### config.mk
export PLATFORM = sky130hd
export DESIGN_NAME = irq_tree_top
export DESIGN_NICKNAME = d
export VERILOG_FILES = /design/src/rtl/irq_tree_pkg.sv /design/src/rtl/irq_src_cell.sv /design/src/rtl/irq_summary.sv /design/src/rtl/irq_regport.sv /design/src/rtl/irq_tree_top.sv
export SDC_FILE = /design/constraint.sdc
export NUM_CORES = 2
export LEC_CHECK = 0
export ABC_AREA = 0
export BUFFER_PORTS_ARGS = -buffer_cell sky130_fd_sc_hd__clkbuf_2
export CORE_MARGIN = 5
export CORE_UTILIZATION = 26
export CTS_CLUSTER_DIAMETER = 40
export DETAILED_ROUTE_END_ITERATION = 8
export SLEW_MARGIN = 20
export SYNTH_ARGS = -nofsm -noshare
export SYNTH_HDL_FRONTEND = slang
export SYNTH_HIERARCHICAL = 1
export SYNTH_SLANG_ARGS = --single-unit
### constraint.sdc
create_clock -name clk -period 9.35 [get_ports clk]
set_input_delay 0.4675 -clock clk [delete_from_list [all_inputs] [get_ports clk]]
set_output_delay 0.4675 -clock clk [all_outputs]
set_load 0.01 [all_outputs]
### src/rtl/irq_tree_pkg.sv
package irq_tree_pkg;

  // register offsets inside the window (host walks them in this order)
  localparam logic [3:0] OFS_ROOT   = 4'd0;
  localparam logic [3:0] OFS_GRP0   = 4'd1;
  localparam logic [3:0] OFS_BSEL   = 4'd5;
  localparam logic [3:0] OFS_PEND   = 4'd6;
  localparam logic [3:0] OFS_CFG    = 4'd7;
  localparam logic [3:0] OFS_RAW    = 4'd8;
  localparam int unsigned WIN_SIZE  = 9;

  localparam int unsigned GRP_SLOTS = 4;   // fixed by the register window
  localparam int unsigned FAN       = 8;   // bits per status byte

  // low nibble of the config byte, MSB first
  typedef struct packed {
    logic clr;
    logic mask_hi;    // rising edge / high level
    logic mask_lo;    // falling edge / low level
    logic lvl_mode;
  } sense_cfg_t;

endpackage

### src/rtl/irq_src_cell.sv
module irq_src_cell
  import irq_tree_pkg::*;
#(
  parameter int unsigned SYNC_STAGES = 2
) (
  input  logic       clk,
  input  logic       rst,
  input  logic       line_in,
  input  logic       cfg_we,
  input  sense_cfg_t cfg_in,
  output logic       pending,
  output logic       level
);

  logic [SYNC_STAGES-1:0] sync_q;
  logic                   prev_q;
  logic                   lvl_mode_q;
  logic                   mask_hi_q;
  logic                   mask_lo_q;
  logic                   hit;

  always_ff @(posedge clk) begin
    if (rst) begin
      sync_q <= '0;
      prev_q <= 1'b0;
    end else begin
      sync_q <= {sync_q[SYNC_STAGES-2:0], line_in};
      prev_q <= sync_q[SYNC_STAGES-1];
    end
  end

  assign level = sync_q[SYNC_STAGES-1];

  always_comb begin
    if (lvl_mode_q)
      hit = (level & ~mask_hi_q) | (~level & ~mask_lo_q);
    else
      hit = (level & ~prev_q & ~mask_hi_q) | (~level & prev_q & ~mask_lo_q);
  end

  always_ff @(posedge clk) begin
    if (rst) begin
      lvl_mode_q <= 1'b0;
      mask_hi_q  <= 1'b1;
      mask_lo_q  <= 1'b1;
      pending    <= 1'b0;
    end else begin
      if (cfg_we) begin
        lvl_mode_q <= cfg_in.lvl_mode;
        mask_hi_q  <= cfg_in.mask_hi;
        mask_lo_q  <= cfg_in.mask_lo;
      end
      if (cfg_we && cfg_in.clr)
        pending <= 1'b0;
      else if (hit)
        pending <= 1'b1;
    end
  end

  // clear wins and leaves pending low on the following cycle
  a_r6_clear_wins: assert property (@(posedge clk) disable iff (rst)
    (cfg_we && cfg_in.clr) |=> !pending);

  // level source still active after a clear comes back next clock
  a_r6_level_reset: assert property (@(posedge clk) disable iff (rst)
    (lvl_mode_q && !mask_hi_q && level && !cfg_we) |=> pending);

  // fully masked, untouched source never becomes pending
  a_r7_masked_quiet: assert property (@(posedge clk) disable iff (rst)
    (mask_hi_q && mask_lo_q && !pending && !cfg_we) |=> !pending);

endmodule

### src/rtl/irq_summary.sv
module irq_summary
  import irq_tree_pkg::*;
#(
  parameter int unsigned NUM_BLOCKS = 32,
  parameter int unsigned NUM_GRPS   = 4,
  parameter int unsigned PEND_W     = 256
) (
  input  logic                     clk,
  input  logic                     rst,
  input  logic [PEND_W-1:0]        pend_all,
  output logic [NUM_GRPS*FAN-1:0]  blk_any,
  output logic [NUM_GRPS-1:0]      grp_any,
  output logic                     irq_out
);

  genvar b, g;
  generate
    for (b = 0; b < NUM_GRPS*FAN; b++) begin : g_blk
      if (b < NUM_BLOCKS) begin : g_real
        assign blk_any[b] = |pend_all[b*FAN +: FAN];
      end else begin : g_pad
        assign blk_any[b] = 1'b0;
      end
    end
    for (g = 0; g < NUM_GRPS; g++) begin : g_grp
      assign grp_any[g] = |blk_any[g*FAN +: FAN];
    end
  endgenerate

  always_ff @(posedge clk) begin
    if (rst) irq_out <= 1'b0;
    else     irq_out <= |grp_any;
  end

  // output rises only after some group was active
  a_r11_rise_cause: assert property (@(posedge clk) disable iff (rst)
    $rose(irq_out) |-> $past(|grp_any));

  // output falls only after every group went quiet
  a_r11_fall_cause: assert property (@(posedge clk) disable iff (rst)
    $fell(irq_out) |-> !$past(|grp_any));

endmodule

### src/rtl/irq_regport.sv
module irq_regport
  import irq_tree_pkg::*;
#(
  parameter logic [15:0] BASE_ADDR  = 16'h01BB,
  parameter int unsigned NUM_GRPS   = 4,
  parameter int unsigned BLK_W      = 5,
  parameter int unsigned PEND_W     = 256
) (
  input  logic                     clk,
  input  logic                     rst,
  input  logic                     wr_en,
  input  logic                     rd_en,
  input  logic [15:0]              addr,
  input  logic [7:0]               wdata,
  input  logic [PEND_W-1:0]        pend_all,
  input  logic [PEND_W-1:0]        lvl_all,
  input  logic [NUM_GRPS*FAN-1:0]  blk_any,
  input  logic [NUM_GRPS-1:0]      grp_any,
  output logic [7:0]               rdata,
  output logic                     cfg_strobe,
  output logic [BLK_W+2:0]         cfg_src,
  output sense_cfg_t               cfg_fields
);

  logic [15:0]      ofs;
  logic             in_win;
  logic [BLK_W-1:0] bsel_q;
  logic [7:0]       rd_mux;
  logic [7:0]       root_byte;

  assign ofs    = addr - BASE_ADDR;
  assign in_win = (addr >= BASE_ADDR) && (ofs < 16'(WIN_SIZE));

  always_ff @(posedge clk) begin
    if (rst)
      bsel_q <= '0;
    else if (wr_en && in_win && ofs[3:0] == OFS_BSEL)
      bsel_q <= wdata[BLK_W-1:0];
  end

  assign cfg_strobe = wr_en && in_win && (ofs[3:0] == OFS_CFG) && wdata[7];
  assign cfg_src    = {bsel_q, wdata[6:4]};
  assign cfg_fields = sense_cfg_t'(wdata[3:0]);

  always_comb begin
    root_byte = '0;
    for (int m = 0; m < NUM_GRPS; m++)
      root_byte[m+1] = grp_any[m];
  end

  always_comb begin
    rd_mux = '0;
    if (in_win) begin
      case (ofs[3:0])
        OFS_ROOT: rd_mux = root_byte;
        OFS_BSEL: rd_mux = 8'(bsel_q);
        OFS_PEND: rd_mux = pend_all[bsel_q*FAN +: FAN];
        OFS_RAW:  rd_mux = lvl_all[bsel_q*FAN +: FAN];
        default: begin
          for (int m = 0; m < NUM_GRPS; m++)
            if (ofs[3:0] == OFS_GRP0 + 4'(m))
              rd_mux = blk_any[m*FAN +: FAN];
        end
      endcase
    end
  end

  always_ff @(posedge clk) begin
    if (rst)        rdata <= '0;
    else if (rd_en) rdata <= rd_mux;
  end

  // addresses outside the window read back zero
  a_r2_outside_zero: assert property (@(posedge clk) disable iff (rst)
    (rd_en && !in_win) |=> (rdata == 8'h00));

  // read data holds between reads
  a_r2_hold: assert property (@(posedge clk) disable iff (rst)
    !rd_en |=> $stable(rdata));

  // no config strobe for an uncommitted byte
  a_r3_commit_bit: assert property (@(posedge clk) disable iff (rst)
    (wr_en && !wdata[7]) |-> !cfg_strobe);

endmodule

### src/rtl/irq_tree_top.sv
module irq_tree_top
  import irq_tree_pkg::*;
#(
  parameter int unsigned N_SRC       = 256,
  parameter logic [15:0] BASE        = 16'h01BB,
  parameter int unsigned SYNC_STAGES = 2
) (
  input  logic             clk,
  input  logic             rst,
  input  logic [N_SRC-1:0] src_lines,
  input  logic             wr_en,
  input  logic             rd_en,
  input  logic [15:0]      addr,
  input  logic [7:0]       wdata,
  output logic [7:0]       rdata,
  output logic             irq_out
);

  localparam int unsigned NUM_BLOCKS = (N_SRC + FAN - 1) / FAN;
  localparam int unsigned NUM_GRPS   = (NUM_BLOCKS + FAN - 1) / FAN;
  localparam int unsigned BLK_W      = (NUM_BLOCKS > 1) ? $clog2(NUM_BLOCKS) : 1;
  localparam int unsigned PEND_W     = (1 << BLK_W) * FAN;

  initial begin
    if (NUM_GRPS > GRP_SLOTS) $error("too many sources for the register window");
  end

  logic [PEND_W-1:0]       pend_all;
  logic [PEND_W-1:0]       lvl_all;
  logic [NUM_GRPS*FAN-1:0] blk_any;
  logic [NUM_GRPS-1:0]     grp_any;
  logic                    cfg_strobe;
  logic [BLK_W+2:0]        cfg_src;
  sense_cfg_t              cfg_fields;

  genvar s;
  generate
    for (s = 0; s < PEND_W; s++) begin : g_src
      if (s < N_SRC) begin : g_cell
        irq_src_cell #(.SYNC_STAGES(SYNC_STAGES)) u_cell (
          .clk     (clk),
          .rst     (rst),
          .line_in (src_lines[s]),
          .cfg_we  (cfg_strobe && (cfg_src == (BLK_W+3)'(s))),
          .cfg_in  (cfg_fields),
          .pending (pend_all[s]),
          .level   (lvl_all[s])
        );
      end else begin : g_none
        assign pend_all[s] = 1'b0;
        assign lvl_all[s]  = 1'b0;
      end
    end
  endgenerate

  irq_summary #(
    .NUM_BLOCKS (NUM_BLOCKS),
    .NUM_GRPS   (NUM_GRPS),
    .PEND_W     (PEND_W)
  ) u_summary (
    .clk      (clk),
    .rst      (rst),
    .pend_all (pend_all),
    .blk_any  (blk_any),
    .grp_any  (grp_any),
    .irq_out  (irq_out)
  );

  irq_regport #(
    .BASE_ADDR (BASE),
    .NUM_GRPS  (NUM_GRPS),
    .BLK_W     (BLK_W),
    .PEND_W    (PEND_W)
  ) u_regport (
    .clk        (clk),
    .rst        (rst),
    .wr_en      (wr_en),
    .rd_en      (rd_en),
    .addr       (addr),
    .wdata      (wdata),
    .pend_all   (pend_all),
    .lvl_all    (lvl_all),
    .blk_any    (blk_any),
    .grp_any    (grp_any),
    .rdata      (rdata),
    .cfg_strobe (cfg_strobe),
    .cfg_src    (cfg_src),
    .cfg_fields (cfg_fields)
  );

  // output low right after reset release
  a_r1_quiet_reset: assert property (@(posedge clk)
    $past(rst) |-> !irq_out);

endmodule

Word level (Yosys, flattened, before mapping) --
Index checks and enable logic that the tools add are counted.
Word-level totals: register bits 1806, input bits 284, output and inout bits 9, word-level logic and storage cells 5953
Operators by class: add/sub/neg operators 1, $lt $le $gt $ge 2, equality and inequality tests 263, shift-type cells 2, multiplexer cells 262, bitwise logic cells 3072, reduce and logical (&&, ||, !) cells 812
Operators with widths (count):
- $and 1x1->1 | 1536
- $eq 8x8->1 const B | 128
- $not 1->1 | 1024
- $logic_and 1x1->1 | 517
- $eq 8x7->1 const B | 64
- $or 1x1->1 | 512
- $reduce_or 2->1 | 256
- $shiftx 256x9->8 | 2
- $eq 8x6->1 const B | 32
- $mux 1 | 256
- $reduce_or 256->1 | 1
- $reduce_or 64->1 | 4
- $reduce_or 8->1 | 32
- $eq 8x5->1 const B | 16
- $eq 8x4->1 const B | 8
- $mux 8 | 5
- $eq 8x3->1 const B | 4
- $pmux 8 s4 | 1
- $eq 4x3->1 const B | 4
- $eq 8x2->1 const B | 2
- $ge 16x9->1 const B | 1
- $lt 16x4->1 const B | 1
- $sub 16x9->16 const B | 1
- $eq 4x2->1 const B | 2
- other kinds (5) | 5

Longest topological paths before layout --
depth after elaboration 9, depth in mapped cells 14

Hierarchy --
The synthesis kept the hierarchy.
By module, submodules not included:
- irq_src_cell | instances 256, cells each 21, area an instance 244.0 um^2
- irq_regport | instances 1, cells each 870, area an instance 5635.4 um^2
- irq_tree_top | instances 1, cells each 373, area an instance 2099.5 um^2
- irq_summary | instances 1, cells each 119, area an instance 699.4 um^2

Worst setup path after synthesis --
OpenSTA, ideal clock, no wires.
path type input to register, from in addr[0], to reg g_src[113].g_cell.u_cell.mask_hi_q, arrival time 3519 ps, required time 9229 ps, setup slack 5710 ps, cell stages on the path 14, cell sequence buf_4 a211oi_1 o31a_1 o32a_1 a211oi_2 buf_2 nand3b_1 nor2_1 or3b_2 buf_2 buf_2 nor3_1 nor2b_1 a211o_1
Between the ends: word-level cells in the longest chain between the ends 7, elaborated cells on any way between the ends 9, classes of those cells add/sub: 1; order compare: 2; eq/ne: 1; reduce/logical: 5
RTL lines:
- start: declaration | line irq_tree_top.sv:13 | input logic [15:0] addr,
- $sub 16x9->16 | line irq_regport.sv:31 | assign ofs = addr - BASE_ADDR;
- $lt 16x4->1 | line irq_regport.sv:32 | assign in_win = (addr >= BASE_ADDR) && (ofs < 16'(WIN_SIZE));
- $logic_and 1x1->1 | line irq_regport.sv:32
- $logic_and 1x1->1 | line irq_regport.sv:41 | assign cfg_strobe = wr_en && in_win && (ofs[3:0] == OFS_CFG) && wdata[7];
- $logic_and 1x1->1 (*) (2 in series) | line irq_regport.sv:41
- via cfg_strobe | line irq_tree_top.sv:32 | logic cfg_strobe;
- $logic_and 1x1->1 (*) | line irq_tree_top.sv:44 | .cfg_we (cfg_strobe && (cfg_src == (BLK_W+3)'(s))),
- end signal: assignment | line irq_src_cell.sv:50 | mask_hi_q <= cfg_in.mask_hi;
- end: declaration | line irq_src_cell.sv:18 | logic mask_hi_q;
Mark *: on every way through the listed nets, which the timed path passes. The rest lies on a longest branch. A chain may end at the register's enable or synchronous reset.

Final worst setup path --
from in addr[1], to reg g_src[202].g_cell.u_cell.mask_hi_q
Between the ends: word-level cells in the longest chain between the ends 7, elaborated cells on any way between the ends 9, classes of those cells add/sub: 1; order compare: 2; eq/ne: 1; reduce/logical: 5
RTL lines (line):
- $sub 16x9->16 | irq_regport.sv:31
- $lt 16x4->1 | irq_regport.sv:32
- $logic_and 1x1->1 | irq_regport.sv:32
- $logic_and 1x1->1 | irq_regport.sv:41
- $logic_and 1x1->1 (*) (2 in series) | irq_regport.sv:41
- via cfg_strobe | irq_tree_top.sv:32
- $logic_and 1x1->1 (*) | irq_tree_top.sv:44
- end signal: assignment | irq_src_cell.sv:50
- end: declaration | irq_src_cell.sv:18
Marked as above.

==> reports/results.ini <==
[outcome]
outcome=completed

[cells_and_area]
final_cell_mix=1802 x dfxtp_1, 1283 x nor2b_1, 567 x mux2i_1
fin_util_pct=33.3
nFillCells=27200
layout_commonest_cell=dfxtp_1
drive_above_1_share_pct=13.0
final_nets=7779
register_area_sq_um=36200
multi_input_area_sq_um=33900
syn2layout_area_growth_pct=27.6

[clock_tree]
clock_latency_ns=0.87
path_clk_slew_ns=0.05
cts_sinks=1806
hold_buffers=256
cts_resized=0
cts_setup_buffers=0
cts_tree=done
clock_path_buffers=4
clock-root-buffer=clkbuf_16
cts.htree.levels=5
cts_buffers=317

[global_route]
grt_pass1_vias=55400
grt_use_met2_pct=25.1
grt_overflow=0
antenna_found_initial=14
grt_usage_pct=16.2
grt_max_degree=219
gr-max-usage-layer=met2
grt_util_met3_pct=2.94
grt_use_met1_pct=21.3
grt_pass1_wl_mm=355

[pwr]
power_switching_mw=4.83
power_density_nw_per_um2=229
switching_share_pct=23.4
combPwrFrac_pct=3.4
p_int_mw=15.8
pwr-share-clk_pct=58.1
p_leak_nw=35.3
peakVddDrop_uv=119
power_frac_seq_pct=38.5

[yosys]
async_flop_share_pct=0
netlist_area_sq_um=70900
muxShareOfSynthArea_pct=9.36
yosys-top-cells-area=dfxtp_1 51%, nor2b_1 11%, mux2i_1 8.0%
synth_xor_area_share_pct=3.16
synthAdderAreaFrac_pct=0
synth_compound_area_share_pct=13.7
synth-edff-count=0
syn_inst=6738
synthesis.nets=7022
post_synth_and_or_nand_nor_area_fraction_pct=21.5
ys_ff_latch=1806
seq_area_frac_synth_pct=51.0
yosys_warnings=6
synth.distinct_cells=67
synth-main-ff-cell=dfxtp_1
syn_avg_cell_area_sq_um=10.5
synth_top_area_share_pct=51.0
synth_top_family_by_area=simple AND/OR/NAND/NOR gates
synth.largest_area_cell=dfxtp_1

[worst_setup_path]
worstPathRequired_ns=10.06
crit_fanout=40
critPathArrivalTime_ns=5.15
max_stage_delay_ns=0.72
slowest_stage=nor3_1
cp-end-kind=flip-flop
critical_path_class=input port to flip-flop
worstSetupStartpointType=input port
crit_path_cell_trace=clkbuf_2 > a211oi_1 > o31a_1 > o32a_1 > a211oi_2 > buf_4 > nand3b_1 > nor2_1 > nand3b_1 > buf_4 > nor3_1 > nor2b_1 > a211o_1

[floorplan]
core_area_sq_um=271000
die_h_um=532
io_pins=293
dieArea_sq_um=283000
start_util_pct=26.1
die_x_um=532
fp-row-count=191

[sta]
final_max_slew_viol_count=0
post-route-min-period_ns=4.44
clock.fmax_mhz=225
fin_setup_tns_ns=0
finalHoldViolations=0
setup_viol=0
period_share_pct=47.5
whs_ns=0.0674
slew_headroom_pct=19.8
skew_ns=0.0664
rsz0062_at_grt=no
tightest_slew_ns=1.20

[hold_path]
worstHoldPathType=input port to flip-flop

[detailed_routing]
wire_per_inst_um=21.2
vias=55300
drt-initial-drc-count=4242
vias_per_cell=4.88
drc=0
ant_nets=0
routed_wl_mm=240
firstDrtPassIters=6

[placed_design]
hpwlAfterDp_mm=151
io_buffers=292
place_congestion=0.843

[job]
drv_cap=0

path summary, 6_finish.rpt:
| path | startpoint | end | slack [ns] | cells after the start |
|---|---|---|---|---|
| worst max register to register | u_regport/bsel_q[0]$_SDFFE_PP0P_ | u_regport/rdata[7]$_SDFFE_PP0P_ | 4.96 | 10 |
| worst min register to register | g_src[163].g_cell.u_cell/sync_q[0]$_SDFF_PP0_ | g_src[163].g_cell.u_cell/sync_q[1]$_SDFF_PP0_ | 0.43 | 1 |
| worst min-delay path | rst | g_src[90].g_cell.u_cell/sync_q[1]$_SDFF_PP0_ | 0.07 | 2 |
| worst max-delay path | addr[1] | g_src[202].g_cell.u_cell/mask_hi_q$_SDFFE_PP1P_ | 4.91 | 13 |
synth_stat cells, types with 3 or more instances:
library cell,number
a32oi_1,13
xor2_1,256
a31oi_1,16
mux4_2,40
buf_2,50
o21ai_0,12
o22ai_1,14
o211ai_1,3
nor2b_1,1286
a21oi_1,294
and3_1,8
or4b_1,3
nand2b_1,15
o221ai_1,6
o2111ai_1,5
a2111oi_2,3
buf_6,7
mux2_2,5
buf_4,15
clkbuf_1,79
dfxtp_1,1806
or4_1,6
nand2_1,333
a211o_1,512
nand4b_1,4
a22oi_1,7
buf_1,18
o221a_1,256
a211oi_1,7
mux2i_1,567
and2_1,3
nand3b_1,3
nor2_1,282
nor4_2,27
nor4_1,68
nor3_1,240
a22o_1,5
nand4_1,42
nand3_1,116
inv_1,4
or2_1,256
nand4bb_1,6
or2_2,4
a31o_1,6
routing by layer:
layer	vias up	share of wire, %
met1	27100	44
li1	25800	-
met5	-	0
met2	1845	44
met3	510	6.1
met4	0	5.5
flip-flops by register name, indices dropped and copies added (netlist names):
signal and count:
g_src.g_cell.u_cell/prev_q 256, g_src.g_cell.u_cell/mask_lo_q 256, g_src.g_cell.u_cell/sync_q 512, g_src.g_cell.u_cell/lvl_mode_q 256, g_src.g_cell.u_cell/mask_hi_q 256, u_regport/bsel_q 5
u_summary/irq_out 1, g_src.g_cell.u_cell/pending 256, u_regport/rdata 8
cell families after synthesis:
kind of cell	count (synthesis)
flops	1806
compound gates	1174
buf+inv	178
simple gates	2712
mux	612
xor+xnor	256
critical path, delay by kind of cell:
family / cells / cell delay, ns
AO/OA/AOI/OAI: 5 / 1.23
buffers and inverters: 3 / 1.45
AND/OR/NAND/NOR: 5 / 1.90
area by class of cell:
class	count	share of cell area (%)
flip-flops and latches	1806	40.0
multi-input cells	4754	37.5
clock buffers	368	9.29
repair buffers	611	5.18
well taps	3570	4.94
clock inverters	207	3.06
diodes	16	0.0443
inverters	5	0.0207
power by group through the flow:
stage / clock network (mW) / logic, mW / registers (mW)
2_1_floorplan: 0 / 0.285 / 8.06
3_3_place_gp: 0 / 0.616 / 8.12
3_5_place_dp: 0 / 0.621 / 8.12
4_1_cts: 12.3 / 0.711 / 7.97
5_1_grt: 12.6 / 0.760 / 7.97
6_report: 12.0 / 0.706 / 7.97
stage by stage:
step | std cells | setup WS [ns] | power, mW | cell area, sq um
2_1_floorplan | 6738 | 5.71 | 8.34 | 70900
3_3_place_gp | 10500 | 4.35 | 8.74 | 76600
3_5_place_dp | 10500 | 4.13 | 8.75 | 76600
4_1_cts | 11300 | 5.03 | 20.9 | 90400
5_1_grt | 11300 | 4.67 | 21.4 | 90400
6_report | 11300 | 4.91 | 20.7 | 90500
Power figures use the tool's default switching activity.
